File: src/rtl/rdr_pkg.sv
package rdr_pkg;
  typedef struct packed {
    logic capHdr;
    logic emitHdr;
    logic emitPay;
    logic keepSpill;
    logic emitPar;
    logic emitSpill;
    logic foldIn;
    logic check;
  } dpCtl_t;
endpackage

File: src/rtl/rdr_ctl.sv
module rdr_ctl
  import rdr_pkg::*;
(
  input  logic   clk,
  input  logic   rstN,
  input  logic   addrPhase,
  input  logic   hdrLoad,
  input  logic   dataLoad,
  input  logic   parityLoad,
  input  logic   replayLoad,
  input  logic   checkClear,
  input  logic   pktValid,
  input  logic   fifoFull,
  output dpCtl_t ctl,
  output logic   parityDone,
  output logic   lowPktValid
);
  always_comb begin
    ctl.capHdr    = addrPhase & pktValid;
    ctl.emitHdr   = hdrLoad;
    ctl.emitPay   = dataLoad & ~fifoFull;
    ctl.keepSpill = dataLoad & fifoFull;
    ctl.emitPar   = parityLoad & ~fifoFull;
    ctl.emitSpill = replayLoad;
    ctl.foldIn    = dataLoad & pktValid;
    ctl.check     = checkClear;
  end

  // Status flags returned to the packet controller
  always_ff @(posedge clk) begin
    if (!rstN) begin
      parityDone  <= 1'b0;
      lowPktValid <= 1'b0;
    end else if (checkClear) begin
      parityDone  <= 1'b0;
      lowPktValid <= 1'b0;
    end else begin
      if ((dataLoad && !fifoFull && !pktValid) ||
          (replayLoad && lowPktValid && !parityDone))
        parityDone <= 1'b1;
      if (dataLoad && !pktValid)
        lowPktValid <= 1'b1;
    end
  end
endmodule

File: src/rtl/rdr_dp.sv
module rdr_dp
  import rdr_pkg::*;
#(
  parameter int DATA_W = 8
) (
  input  logic              clk,
  input  logic              rstN,
  input  dpCtl_t            ctl,
  input  logic [DATA_W-1:0] dataIn,
  output logic [DATA_W-1:0] dout,
  output logic              err
);
  logic [DATA_W-1:0] hdrByte;
  logic [DATA_W-1:0] spillByte;
  logic [DATA_W-1:0] runPar;
  logic [DATA_W-1:0] pktPar;

  always_ff @(posedge clk) begin
    if (!rstN) begin
      hdrByte   <= '0;
      spillByte <= '0;
      dout      <= '0;
    end else begin
      if (ctl.capHdr)    hdrByte   <= dataIn;
      if (ctl.keepSpill) spillByte <= dataIn;
      if (ctl.emitHdr)        dout <= hdrByte;
      else if (ctl.emitPay)   dout <= dataIn;
      else if (ctl.emitPar)   dout <= dataIn;
      else if (ctl.emitSpill) dout <= spillByte;
    end
  end

  // Running parity, stored packet parity and the error flag
  always_ff @(posedge clk) begin
    if (!rstN) begin
      runPar <= '0;
      pktPar <= '0;
      err    <= 1'b0;
    end else if (ctl.check) begin
      err    <= (runPar != pktPar);
      runPar <= '0;
      pktPar <= '0;
    end else begin
      if (ctl.capHdr)      runPar <= dataIn;
      else if (ctl.foldIn) runPar <= runPar ^ dataIn;
      if (ctl.emitPar)     pktPar <= dataIn;
    end
  end
endmodule

File: src/rtl/rdr_top.sv
module rdr_top
  import rdr_pkg::*;
#(
  parameter int DATA_W = 8
) (
  input  logic              clk,
  input  logic              rstN,
  input  logic              addrPhase,
  input  logic              hdrLoad,
  input  logic              dataLoad,
  input  logic              parityLoad,
  input  logic              replayLoad,
  input  logic              checkClear,
  input  logic              pktValid,
  input  logic              fifoFull,
  input  logic [DATA_W-1:0] dataIn,
  output logic [DATA_W-1:0] dout,
  output logic              err,
  output logic              parityDone,
  output logic              lowPktValid
);
  dpCtl_t ctl;

  rdr_ctl u_ctl (
    .clk(clk), .rstN(rstN), .addrPhase(addrPhase), .hdrLoad(hdrLoad),
    .dataLoad(dataLoad), .parityLoad(parityLoad), .replayLoad(replayLoad),
    .checkClear(checkClear), .pktValid(pktValid), .fifoFull(fifoFull),
    .ctl(ctl), .parityDone(parityDone), .lowPktValid(lowPktValid)
  );

  rdr_dp #(.DATA_W(DATA_W)) u_dp (
    .clk(clk), .rstN(rstN), .ctl(ctl), .dataIn(dataIn),
    .dout(dout), .err(err)
  );
endmodule

File: config.mk
export PLATFORM = sky130hd
export DESIGN_NAME = rdr_top
export DESIGN_NICKNAME = d
export VERILOG_FILES = /design/src/rtl/rdr_pkg.sv /design/src/rtl/rdr_ctl.sv /design/src/rtl/rdr_dp.sv /design/src/rtl/rdr_top.sv
export SDC_FILE = /design/constraint.sdc
export NUM_CORES = 1
export LEC_CHECK = 0
export BUFFER_PORTS_ARGS = -buffer_cell sky130_fd_sc_hd__buf_2
export CAP_MARGIN = 0
export CELL_PAD_IN_SITES_DETAIL_PLACEMENT = 1
export CELL_PAD_IN_SITES_GLOBAL_PLACEMENT = 1
export CORE_ASPECT_RATIO = 0.7
export CORE_UTILIZATION = 42
export DETAILED_ROUTE_END_ITERATION = 8
export GPL_TIMING_DRIVEN = 0
export PLACE_DENSITY_LB_ADDON = 0.25
export SYNTH_ARGS = -nofsm -noshare
export SYNTH_HDL_FRONTEND = slang
export SYNTH_SLANG_ARGS = --single-unit
File: constraint.sdc
create_clock -name clk -period 1.4 [get_ports clk]
set_input_delay 0.28 -clock clk [delete_from_list [all_inputs] [get_ports clk]]
set_output_delay 0.28 -clock clk [all_outputs]
set_load 0.01 [all_outputs]
==> results.md <==
Outcome:
- The run finished, with violations left.
- The final reports fail on DRC.

Drt:
- The routed metal-1 wirelength is roughly 2.7 mm.
- The top layer used by detailed routing is met4.
- The number of search-and-repair iterations in the first detailed-routing pass is 6.
- The final antenna-violating net count is 0.
- The count of unresolved DRC violations after routing is 4.
- The final wirelength is approximately 5.5 mm.
- The detail-routed net length per standard cell is 16.99 um.
- The number of DRC markers after the initial detailed-route iteration is between 70 and 80.
- The ratio of routed vias to standard cells is 5.611.
- The via count of the routed design is around 1.8k.
- After detailed routing, the met3 layer carries between 200 and 250 um of wire.
- The met2 wire length is between 2 and 2.5 mm.

Yosys:
- The synthesized design spends more area on one cell type than any other, namely sky130_fd_sc_hd__dfxtp_1.
- Yosys printed 0 warnings.
- The netlist uses 29 different library cells.
- The synthesized design contains 0 enable-type register cells.
- After synthesis, the mean cell area works out to between 8 and 9 um^2.
- The sequential area share after synthesis is 43.52%.
- The number of nets produced by synthesis is 250.
- Among all flip-flop cells after synthesis, the most frequent one is sky130_fd_sc_hd__dfxtp_1.
- The synthesized netlist occupies a cell area of 1978 um^2.
- Of all flip-flops after synthesis, the portion carrying an async set or reset was 0%.
- After synthesis, the most frequently instantiated cells are sky130_fd_sc_hd__dfxtp_1, sky130_fd_sc_hd__nand2_1, sky130_fd_sc_hd__a21oi_1, sky130_fd_sc_hd__nand3_1, sky130_fd_sc_hd__mux2i_1.
- In the post-synthesis netlist, the biggest area contributors are sky130_fd_sc_hd__dfxtp_1, sky130_fd_sc_hd__mux2i_1, sky130_fd_sc_hd__a21oi_1, sky130_fd_sc_hd__nand2_1, sky130_fd_sc_hd__nand3_1.
- In the post-synthesis netlist, the cell with the most instances is sky130_fd_sc_hd__dfxtp_1.
- The number of register bits inferred by synthesis is 43.
- The share of Yosys cell area claimed by the top area cell type is a little over two fifths.
- Synthesis produced roughly 230 cells.

CTS:
- The number of buffers on the longest clock path is 2.
- The number of buffers inserted by hold repair at cts is 0.
- The CTS tree is done.
- In this run the number of H-tree levels came out at 2.
- Clock latency on the worst-skew pair, taken at its later pin, is around 0.30 ns.
- Post-CTS timing repair inserted 0 buffers for setup.
- The count of clock tree sinks is 43.
- Buffers inserted during clock tree synthesis total 5.
- The clock edge transition at the registers on the reported setup and hold paths is 0.08 ns.
- The count of instances resized after the clock tree is built is 0.
- In this run the clock root is driven by a sky130_fd_sc_hd__clkbuf_8.

Critical path:
- In this run the critical register-to-register path is launched from u_dp.runPar[3].
- The endpoint identified for the worst register-to-register timing path is u_dp.err.
- The critical path launch point type is a flop.
- The data arrival time of the worst path is roughly 1.5 ns.
- The required time at the endpoint of the critical path is approximately 1.6 ns.
- The worst reg2reg path depth is 3.
- The critical path start-end classification is reg2reg.
- The setup check on the worst reg-to-reg path leaves a slack of approximately 0.11 ns.
- STA classifies the critical path endpoint as a flop.
- The worst-path maximum fanout is 4.

Placement:
- After detailed placement, the total cell area comes to between 2000 and 2500 um^2.
- The post-placement setup slack is -0.2038 ns.
- The number of input and output port buffers inserted is 26.
- The congestion estimate from routability-driven global placement came to 0.7211.
- Summed over all nets, the half-perimeter wirelength after detailed placement is approximately 3.8 mm.
- In this run, placement finished with an instance count of between 300 and 400.

Global routing:
- Summed over all layers, the global routing overflow is 0.
- The number of global-route vias before repair was approximately 1.7k.
- The first global-routing pass estimated 9.087 mm of wire.
- The initial antenna violation count is 0.
- The global-route usage over all layers is between 20% and 30%.
- The maximum number of pins on one net before global-route repair is 14.

STA:
- The final setup skew is 0.004976 ns.
- The final critical-path setup slack is between 0.1 and 0.15 ns.
- The relative max-transition margin is ~60%.
- For this run, the top clock speed supported by timing is roughly 0.77 GHz.
- The aggregate negative setup slack is 0 ns.
- For the pin with the worst max-slew slack, the measured transition is 0.5933 ns.
- Setup violations remaining at the end of the flow were counted as 0.
- After layout, the worst path uses between 90% and 100% of the clock period.
- The max-slew violation count is 0.
- The minimum period implied by the final worst setup slack is 1.294 ns.
- The final hold slack is 0.2754 ns.
- The count of final hold-check violations is 0.
- Setup repair after global routing left no endpoint under its margin.

Floorplanning:
- The die outline width is approximately 84 um.
- The die covers roughly 5000 um^2.
- The core region is 4429 um^2.
- The effective utilization at floorplan is about 45%.
- The die extent in y is 59.42 um.
- In this run the count of I/O pins placed on the die edge is 29.
- The site row count is 20.

Final layout:
- The final-stage net count is approximately 280.
- Fill cells in the final layout number between 500 and 600.
- In the final layout, the share of cells above drive strength 1 is ~17%.
- Compared with the post-synthesis result, the final layout area differs by 16.00%.
- The number of antenna cells inserted is 0.
- The final instance area is between 2000 and 2500 um^2.
- Measured on the finished design, the core utilization comes to between 50% and 60%.
- The final non-filler cell total is between 300 and 400.

Pwr:
- The design draws 2.650 mW.
- Dividing total power by cell area gives a power density of roughly 1200 nW/um^2.
- The analysis attributes to cell leakage a power of approximately 0.97 nW.
- The worst voltage drop across the vdd grid is between 0.5 and 0.6 mV.

Worst hold path:
- The path with the worst hold slack has its endpoint at u_dp.hdrByte[5].
- In this run the most critical hold path is launched from dataIn[5].
- The worst hold path was traced through 3 stages.
- The min-delay analysis places its worst path in the category in2reg.

Job:
- The count of max-cap constraint violations is 0.
[placed cells by master, fill, tap and decap left out, types with 2 or more instances in the layout]
cell,instances
sky130_fd_sc_hd__mux2i_1,16
sky130_fd_sc_hd__xor2_1,7
sky130_fd_sc_hd__clkbuf_2,2
sky130_fd_sc_hd__dfxtp_1,43
sky130_fd_sc_hd__and3b_1,8
sky130_fd_sc_hd__nand3_1,25
sky130_fd_sc_hd__a21oi_1,27
sky130_fd_sc_hd__buf_6,2
sky130_fd_sc_hd__clkbuf_1,5
sky130_fd_sc_hd__nor2_1,9
sky130_fd_sc_hd__inv_1,3
sky130_fd_sc_hd__o211ai_1,8
sky130_fd_sc_hd__buf_2,31
sky130_fd_sc_hd__o31ai_1,8
sky130_fd_sc_hd__and2_1,2
sky130_fd_sc_hd__nand2_1,34
sky130_fd_sc_hd__clkbuf_8,6
sky130_fd_sc_hd__nor2b_1,8
sky130_fd_sc_hd__o21ai_0,9
[sequential cells by signal, summed over array words and instances (netlist names)]
signal and cells:
u_ctl.lowPktValid 1, u_ctl.parityDone 1, u_dp.dout 8, u_dp.err 1
u_dp.hdrByte 8, u_dp.pktPar 8, u_dp.runPar 8, u_dp.spillByte 8
[worst max-delay path by stage]
stage	startpoint	to	slack [ns]	depth (start not counted)
floorplan	addrPhase	u_dp.runPar[1]	0.14	6
global placement	checkClear	u_ctl.lowPktValid	-0.15	5
detailed placement	checkClear	u_dp.pktPar[1]	-0.20	5
CTS	checkClear	u_dp.pktPar[1]	0.10	5
global route	checkClear	u_dp.pktPar[6]	0.002	5
finish	u_dp.runPar[3]	u_dp.err	0.11	3
[area by class of cell]
| cell class | count | area [um^2] | area share (%) |
|---|---|---|---|
| buffer | 15 | 80.08 | 3.490 |
| clock inverter | 2 | 35.03 | 1.527 |
| sequential | 43 | 860.8 | 37.51 |
| timing repair buffer | 26 | 130.1 | 5.671 |
| clock buffer | 6 | 82.58 | 3.599 |
| multi-input combinational | 170 | 1022 | 44.55 |
| tap | 55 | 68.82 | 2.999 |
| inverter | 4 | 15.01 | 0.6543 |
[layer usage]
layer  GRT usage, %  vias up
li1               -      877
met1          33.67      886
met2          36.77       30
met3          4.596        8
met4          8.621        0
met5              0        -
[power breakdown]
group          internal (mW)  leakage (nW)  switching (mW)
sequential              1.27         0.351          0.0313
combinational          0.131         0.558           0.207
clock                  0.577        0.0612           0.431
total                   1.98         0.970           0.670
[cell families (layout without fill, tap and decap cells)]
kind of cell | Yosys count | count (layout) | share of synthesized area [%]
AOI/OAI and AO/OA | 55 | 55 | 16.95
xor gates and xnor gates | 8 | 8 | 3.542
DFF | 43 | 43 | 43.52
and+or+nand+nor | 91 | 91 | 23.09
buffers and inverters | 19 | 53 | 4.807
muxes | 16 | 16 | 8.096
[critical path: stages (launching register included)]
cell	delay [ns]
sky130_fd_sc_hd__dfxtp_1	0.35
sky130_fd_sc_hd__xor2_1	0.16
sky130_fd_sc_hd__nor4_1	0.51
sky130_fd_sc_hd__a31oi_1	0.14
Note: power is estimated with default switching activity, not from simulation.
